File: src/rtl/victim_buffer.sv
module victim_buffer #(
  parameter int ENTRIES = 4,
  parameter int BLK_W   = 16,
  parameter int LINE_W  = 64,
  localparam int IDX_W  = (ENTRIES > 1) ? $clog2(ENTRIES) : 1
) (
  input  logic              clk,
  input  logic              rst_n,
  input  logic              evc_valid,
  input  logic [BLK_W-1:0]  evc_blk,
  input  logic [LINE_W-1:0] evc_line,
  input  logic              lkp_valid,
  input  logic [BLK_W-1:0]  lkp_blk,
  output logic              rsp_valid,
  output logic              rsp_hit,
  output logic              rsp_fwd,
  output logic [IDX_W-1:0]  rsp_idx,
  output logic [LINE_W-1:0] rsp_line,
  input  logic              swp_valid,
  input  logic [IDX_W-1:0]  swp_idx,
  input  logic [BLK_W-1:0]  swp_blk,
  input  logic [LINE_W-1:0] swp_line
);

  localparam logic [IDX_W-1:0] LAST = IDX_W'(ENTRIES - 1);

  logic [ENTRIES-1:0] vld;
  logic [BLK_W-1:0]   blk  [ENTRIES];
  logic [LINE_W-1:0]  line [ENTRIES];
  logic [IDX_W-1:0]   wp;

  logic [ENTRIES-1:0] match;
  logic [IDX_W-1:0]   hit_idx;
  logic               evc_take;

  always_comb begin
    hit_idx = '0;
    for (int i = ENTRIES - 1; i >= 0; i--)
      if (match[i]) hit_idx = IDX_W'(i);
  end

  genvar g;
  generate
    for (g = 0; g < ENTRIES; g++) begin : g_cmp
      assign match[g] = vld[g] && (blk[g] == lkp_blk);
    end
  endgenerate

  assign evc_take = evc_valid && !(swp_valid && swp_idx == wp);

  always_ff @(posedge clk) begin
    if (!rst_n) begin
      vld <= '0;
      wp  <= '0;
    end else begin
      if (evc_take) begin
        vld[wp]  <= 1'b1;
        blk[wp]  <= evc_blk;
        line[wp] <= evc_line;
        wp       <= (wp == LAST) ? '0 : wp + 1'b1;
      end
      if (swp_valid) begin
        vld[swp_idx]  <= 1'b1;
        blk[swp_idx]  <= swp_blk;
        line[swp_idx] <= swp_line;
      end
    end
  end

  always_ff @(posedge clk) begin
    if (!rst_n) begin
      rsp_valid <= 1'b0;
      rsp_hit   <= 1'b0;
      rsp_idx   <= '0;
      rsp_line  <= '0;
    end else begin
      rsp_valid <= lkp_valid;
      rsp_hit   <= lkp_valid && (|match);
      rsp_idx   <= hit_idx;
      rsp_line  <= line[hit_idx];
    end
  end

  assign rsp_fwd = rsp_valid && !rsp_hit;

  assert_rsp_follows_R2: assert property (@(posedge clk) disable iff (!rst_n)
    lkp_valid |=> rsp_valid);
  assert_rsp_quiet_R2: assert property (@(posedge clk) disable iff (!rst_n)
    !lkp_valid |=> !rsp_valid);
  assert_fwd_excl_R4: assert property (@(posedge clk) disable iff (!rst_n)
    !(rsp_fwd && rsp_hit));
  assert_hit_valid_R3: assert property (@(posedge clk) disable iff (!rst_n)
    rsp_hit |-> rsp_valid);
  assert_swap_valid_R7: assert property (@(posedge clk) disable iff (!rst_n)
    swp_valid |=> vld[$past(swp_idx)]);

endmodule

File: config.mk
export PLATFORM = sky130hd
export DESIGN_NAME = victim_buffer
export DESIGN_NICKNAME = d
export VERILOG_FILES = /design/src/rtl/victim_buffer.sv
export SDC_FILE = /design/constraint.sdc
export NUM_CORES = 1
export LEC_CHECK = 0
export BUFFER_PORTS_ARGS = -buffer_cell sky130_fd_sc_hd__buf_2
export CORE_AREA = 4 4 191 193
export DETAILED_ROUTE_END_ITERATION = 6
export DIE_AREA = 0 0 195 197
export GPL_ROUTABILITY_DRIVEN = 1
export PLACE_DENSITY_LB_ADDON = 0.15
export SETUP_SLACK_MARGIN = 0.05
export SYNTH_ARGS = -nofsm -noshare
export SYNTH_HDL_FRONTEND = slang
export SYNTH_SLANG_ARGS = --single-unit
File: constraint.sdc
create_clock -name clk -period 5.1 [get_ports clk]
set_input_delay 0.765 -clock clk [delete_from_list [all_inputs] [get_ports clk]]
set_output_delay 0.765 -clock clk [all_outputs]
set_load 0.05 [all_outputs]
== Yosys cells after proc, flatten, opt, wreduce, memory -nomap -nowiden ==
Memory sizes are Yosys's and may differ from the RTL's. A register that Yosys moved wholly into a read port is not among the register bits.
Cells that the tools add are included.
Operators by class
  $add $sub $neg: 1
  order comparisons: 4
  equal/unequal tests: 6
  multiplexer cells: 18
  bitwise logic cells: 2
  reductions and logical operators: 14
Operators with widths (count)
  equality test 16 bit: 4
  two-way mux 4 bit: 3
  logical AND 1 bit: 10
  two-way mux 2 bit: 5
  two-way mux 1 bit: 8
  bitwise OR 4 bit: 2
  < comparator 2 x 3 -> 1 bit, second input constant: 2
  demux 1 bit (select 2 bit): 2
  greater-or-equal comparator 2 x 1 -> 1 bit, second input constant: 2
  OR reduction 4 bit: 1
  zero test 1 bit: 3
  adder 2 x 1 -> 2 bit, second input constant: 1
  equality test 2 bit: 1
  equality test 2 bit, second input constant: 1
Word-level totals
  bits in registers: 10
  memory bits (writable): 320
  input port bits: 183
  logic and storage cells: 52
  memories kept: 2
Memory list
  line: words 4, bits a word 64, read ports 1, clocked after memory_dff 1, write ports 2, RTL line 29  | logic [LINE_W-1:0] line [ENTRIES];
  blk: words 4, bits a word 16, read ports 4, clocked after memory_dff 0, write ports 2, RTL line 28  | logic [BLK_W-1:0] blk [ENTRIES];

== Longest topological paths before layout ==
  depth in word-level cells: 9
  depth in mapped cells: 10
  gate-level depth less buffers: 7

== Worst setup path after synthesis ==
Ideal clock, no wire load.
  path kind: input-to-reg
  from: input port swp_idx[1]
  to: memory blk[1][0], enable pin
  arrival: 3073 ps
  data required time: 4304 ps
  path slack: 1231 ps
  stages: 5
  buffers on the path: 3
  cells stage by stage: clkbuf_1 nand4b_1 clkbuf_1 clkbuf_1 nand2_1
RTL lines
  start, declared: RTL line 20  | input logic [IDX_W-1:0] swp_idx,
  end, declared: RTL line 28

==> impl_metrics.xml <==
<?xml version="1.0" encoding="UTF-8"?>
<metrics>
  <group name="power">
    <metric name="combinationalPowerShare" unit="">0.095</metric>
    <metric name="netSwitchingPower" unit="W">0.00168</metric>
    <metric name="power.share.clock" unit="">0.413</metric>
    <metric name="p_seq_frac" unit="">0.493</metric>
    <metric name="power_density" unit="nW/um^2">350</metric>
    <metric name="vdd_drop_max" unit="mV">0.263</metric>
    <metric name="power.leakage" unit="nW">7.56</metric>
    <metric name="intPower" unit="W">0.00581</metric>
    <metric name="switching_share" unit="">0.224</metric>
  </group>
  <group name="routing">
    <metric name="topRoutingLayerUsed" unit="">met5</metric>
    <metric name="route.detailed.wl_per_inst" unit="um">22.5</metric>
    <metric name="wl_met3" unit="mm">2.61</metric>
    <metric name="routed-via-count" unit="">10400</metric>
    <metric name="met1_length" unit="mm">17.5</metric>
    <metric name="wl_met2" unit="mm">21.0</metric>
    <metric name="drc" unit="">0</metric>
    <metric name="postRouteAntennaNets" unit="">0</metric>
    <metric name="postRouteWirelength" unit="mm">42.0</metric>
    <metric name="drt_iter0_drc" unit="">430</metric>
    <metric name="drt-pass1-iter-count" unit="">4</metric>
    <metric name="vias_per_cell" unit="">5.59</metric>
  </group>
  <group name="setup_path">
    <metric name="regToRegStartpoint" unit="">blk[2][1]</metric>
    <metric name="r2r_end" unit="">rsp_line[4]</metric>
    <metric name="worstPathCellList" unit="">xor2_1 &gt; nor4_1 &gt; nand2_1 &gt; or4_4 &gt; a211oi_4 &gt; buf_4 &gt; mux2i_1 &gt; o22ai_2</metric>
    <metric name="worstSetupEndpoint" unit="">rsp_line[4]</metric>
    <metric name="end_kind" unit="">register</metric>
    <metric name="timing.setup.critical_path_class" unit="">register to register</metric>
    <metric name="crit_path_max_incr_delay" unit="ns">0.63</metric>
    <metric name="reg2reg_slack" unit="ns">1.76</metric>
    <metric name="timing.critical_path.from_type" unit="">register</metric>
    <metric name="path_max_fanout" unit="">21</metric>
    <metric name="timing.critical_path.arrival" unit="ns">3.73</metric>
    <metric name="worstPathRequired" unit="ns">5.49</metric>
    <metric name="startpoint" unit="">blk[2][1]</metric>
    <metric name="worst_r2r_path_depth" unit="">8</metric>
    <metric name="critPathSlowestCell" unit="">a211oi_4</metric>
  </group>
  <group name="finish">
    <metric name="layout_common_cells" unit="">320 x mux2_2, 320 x edfxtp_1, 251 x buf_2, 128 x mux2i_1, 74 x dfxtp_1</metric>
    <metric name="layout-area-overhead-vs-synth" unit="%">17.0</metric>
    <metric name="finalNetCount" unit="">1555</metric>
    <metric name="layout-drive-gt1-share" unit="">0.523</metric>
    <metric name="design_area" unit="um^2">21400</metric>
  </group>
  <group name="clocking">
    <metric name="cts_root_buf" unit="">clkbuf_16</metric>
    <metric name="insertion_delay" unit="ns">0.53</metric>
    <metric name="numCtsBuffers" unit="">43</metric>
    <metric name="cts_tree" unit="">built</metric>
    <metric name="cts_resized" unit="">0</metric>
    <metric name="tritoncts_num_sinks" unit="">394</metric>
    <metric name="htree_levels" unit="">2</metric>
    <metric name="post-cts-setup-buffers" unit="">0</metric>
    <metric name="clk_path_buf_depth" unit="">3</metric>
    <metric name="cts_hold_buffers_added" unit="">0</metric>
    <metric name="cts.reportedPaths.clkPinSlew" unit="ns">0.06</metric>
  </group>
  <group name="synthesis">
    <metric name="synth_cell_type_count" unit="">38</metric>
    <metric name="syn_area" unit="um^2">18300</metric>
    <metric name="post_synth_arst_share" unit="">0</metric>
    <metric name="netlist_instances" unit="">1119</metric>
    <metric name="synthesis.area_per_instance" unit="um^2">16.4</metric>
    <metric name="ys_dominant_reg_cell" unit="">edfxtp_1</metric>
    <metric name="synth_nets" unit="">1306</metric>
    <metric name="ys.warnings.count" unit="">0</metric>
    <metric name="synth_enable_flop_cells" unit="">320</metric>
    <metric name="ys_ff_latch" unit="">394</metric>
    <metric name="synth_seq_area_share" unit="">0.606</metric>
  </group>
  <group name="timing">
    <metric name="setup_tns" unit="ns">0</metric>
    <metric name="relSlewSlack" unit="">0.409</metric>
    <metric name="timing.final.crit_share" unit="">0.655</metric>
    <metric name="count_of_final_setup_violators" unit="">0</metric>
    <metric name="hold_violations" unit="">0</metric>
    <metric name="setup_repair_after_global_routing_missed_its_margin" unit="">no</metric>
    <metric name="postLayoutSetupSlackWorst" unit="ns">1.76</metric>
    <metric name="timing_max_transition_violations_final" unit="">0</metric>
    <metric name="maxClockFrequency" unit="MHz">299</metric>
    <metric name="worst_slew_pin_slew" unit="ns">0.887</metric>
    <metric name="clock_skew" unit="ns">0.0177</metric>
    <metric name="final.min_clock_period" unit="ns">3.34</metric>
  </group>
  <group name="place">
    <metric name="placement.cell_area" unit="um^2">20000</metric>
    <metric name="place.port_buffers" unit="">251</metric>
    <metric name="detailedPlace.worstSlack" unit="ns">1.24</metric>
    <metric name="final_weighted_congestion_of_routability_driven_global_placement" unit="">0.760</metric>
    <metric name="post-dp-hpwl" unit="mm">24.7</metric>
  </group>
  <group name="die">
    <metric name="die_x" unit="um">195</metric>
    <metric name="number_of_core_rows" unit="">68</metric>
    <metric name="floorplan.initialDensity" unit="">0.530</metric>
    <metric name="core_area" unit="um^2">34500</metric>
    <metric name="die_height" unit="um">197</metric>
    <metric name="die_area" unit="um^2">38400</metric>
    <metric name="top_level_ports" unit="">252</metric>
  </group>
  <group name="grt">
    <metric name="grt-ovfl-total" unit="">0</metric>
    <metric name="grt_start_max_net_pins" unit="">82</metric>
    <metric name="global_route_wire_length_before_repair" unit="mm">64.3</metric>
    <metric name="grtUsageTotal" unit="">0.214</metric>
    <metric name="first_global_vias" unit="">11200</metric>
    <metric name="number_of_antenna_violations_at_the_first_check_in_global_routing" unit="">22</metric>
  </group>
  <group name="flow_run">
    <metric name="cap_violations" unit="">0</metric>
  </group>
  <group name="min_path">
    <metric name="min-delay-path-class" unit="">register to register</metric>
  </group>
  <group name="status">
    <metric name="result_of_the_run" unit="">completed</metric>
  </group>
</metrics>
cell usage after synthesis, drive strengths merged (2+ instances only):
master | count | area [um^2]
and2 | 2 | 12.5
nand3 | 4 | 20.0
nor2b | 3 | 18.8
nor2 | 5 | 18.8
o22ai | 64 | 801
xnor2 | 42 | 368
ha | 4 | 50.1
clkbuf | 40 | 150
edfxtp | 320 | 9610
inv | 5 | 18.8
nor4 | 9 | 56.3
or4 | 3 | 26.3
nor3 | 2 | 10.0
buf | 27 | 322
mux2i | 128 | 1280
a21o | 5 | 37.5
xor2 | 24 | 210
mux2 | 320 | 3600
a21oi | 2 | 10.0
nand4 | 7 | 43.8
nand2 | 19 | 73.8
dfxtp | 74 | 1480
how the worst min path moves through the flow:
stage / start / cells past startpoint / slack, ns / endpoint
3_3_place_gp: vld[0] / 1 / 0.44 / vld[0]
5_1_grt: vld[0] / 1 / 0.48 / vld[0]
3_5_place_dp: vld[3] / 1 / 0.44 / vld[3]
6_report: vld[3] / 1 / 0.45 / vld[3]
4_1_cts: vld[3] / 1 / 0.46 / vld[3]
2_1_floorplan: vld[0] / 1 / 0.43 / vld[0]
cell type report:
type,instances,area [um^2]
fill,2704,13100
sequential,394,11100
multi-input combinational,653,6800
timing repair buffer,271,1480
clock buffer,66,1320
tap,455,569
clock inverter,13,114
antenna,11,27.5
inverter,5,18.8
kinds of logic after synthesis:
group | after synthesis | synth area share
AOI/OAI and AO/OA | 77 | 0.0491
xor gates and xnor gates | 66 | 0.0316
adders and majority gates | 4 | 0.00273
buffers and inverters | 72 | 0.0268
DFF | 394 | 0.606
muxes | 448 | 0.267
and+or+nand+nor | 58 | 0.0170
registers in the layout, summed over array words and instances, names as in the netlist:
name / cells
rsp_idx: 2
vld: 4
blk: 64
rsp_hit: 1
rsp_valid: 1
rsp_line: 64
wp: 2
line: 256
critical path, delay by kind of cell (launching register included):
family,cells,cell delay [ns]
and+or+nand+nor,3,1.09
AOI/OAI and AO/OA,2,0.75
buffers and inverters,1,0.47
DFF,1,0.41
muxes,1,0.32
xor gates and xnor gates,1,0.17
metrics by stage:
step,hold slack (ns),utilization,total power (W),cells
after detailed placement,0.444,0.578,0.00447,1778
after CTS,0.458,0.619,0.00756,1857
after global placement,0.438,0.578,0.00446,1778
final,0.455,0.620,0.00749,1868
after floorplan,0.430,-,0.00421,1119
after global routing,0.484,0.620,0.00776,1865
power by group through the flow:
stage	Sequential, W	Combinational (W)	Clock (W)
6_report	0.00369	0.000709	0.00309
3_5_place_dp	0.00376	0.000715	0
2_1_floorplan	0.00386	0.000353	0
4_1_cts	0.00369	0.000718	0.00315
5_1_grt	0.00370	0.000766	0.00329
3_3_place_gp	0.00376	0.000700	0
routing by layer:
layer	track usage	vias to the layer above
li1	-	4846
met2	0.375	248
met5	0	-
met1	0.268	5251
met3	0.0530	70
met4	0.0535	22
No activity file was read; power rests on OpenSTA's default activity.
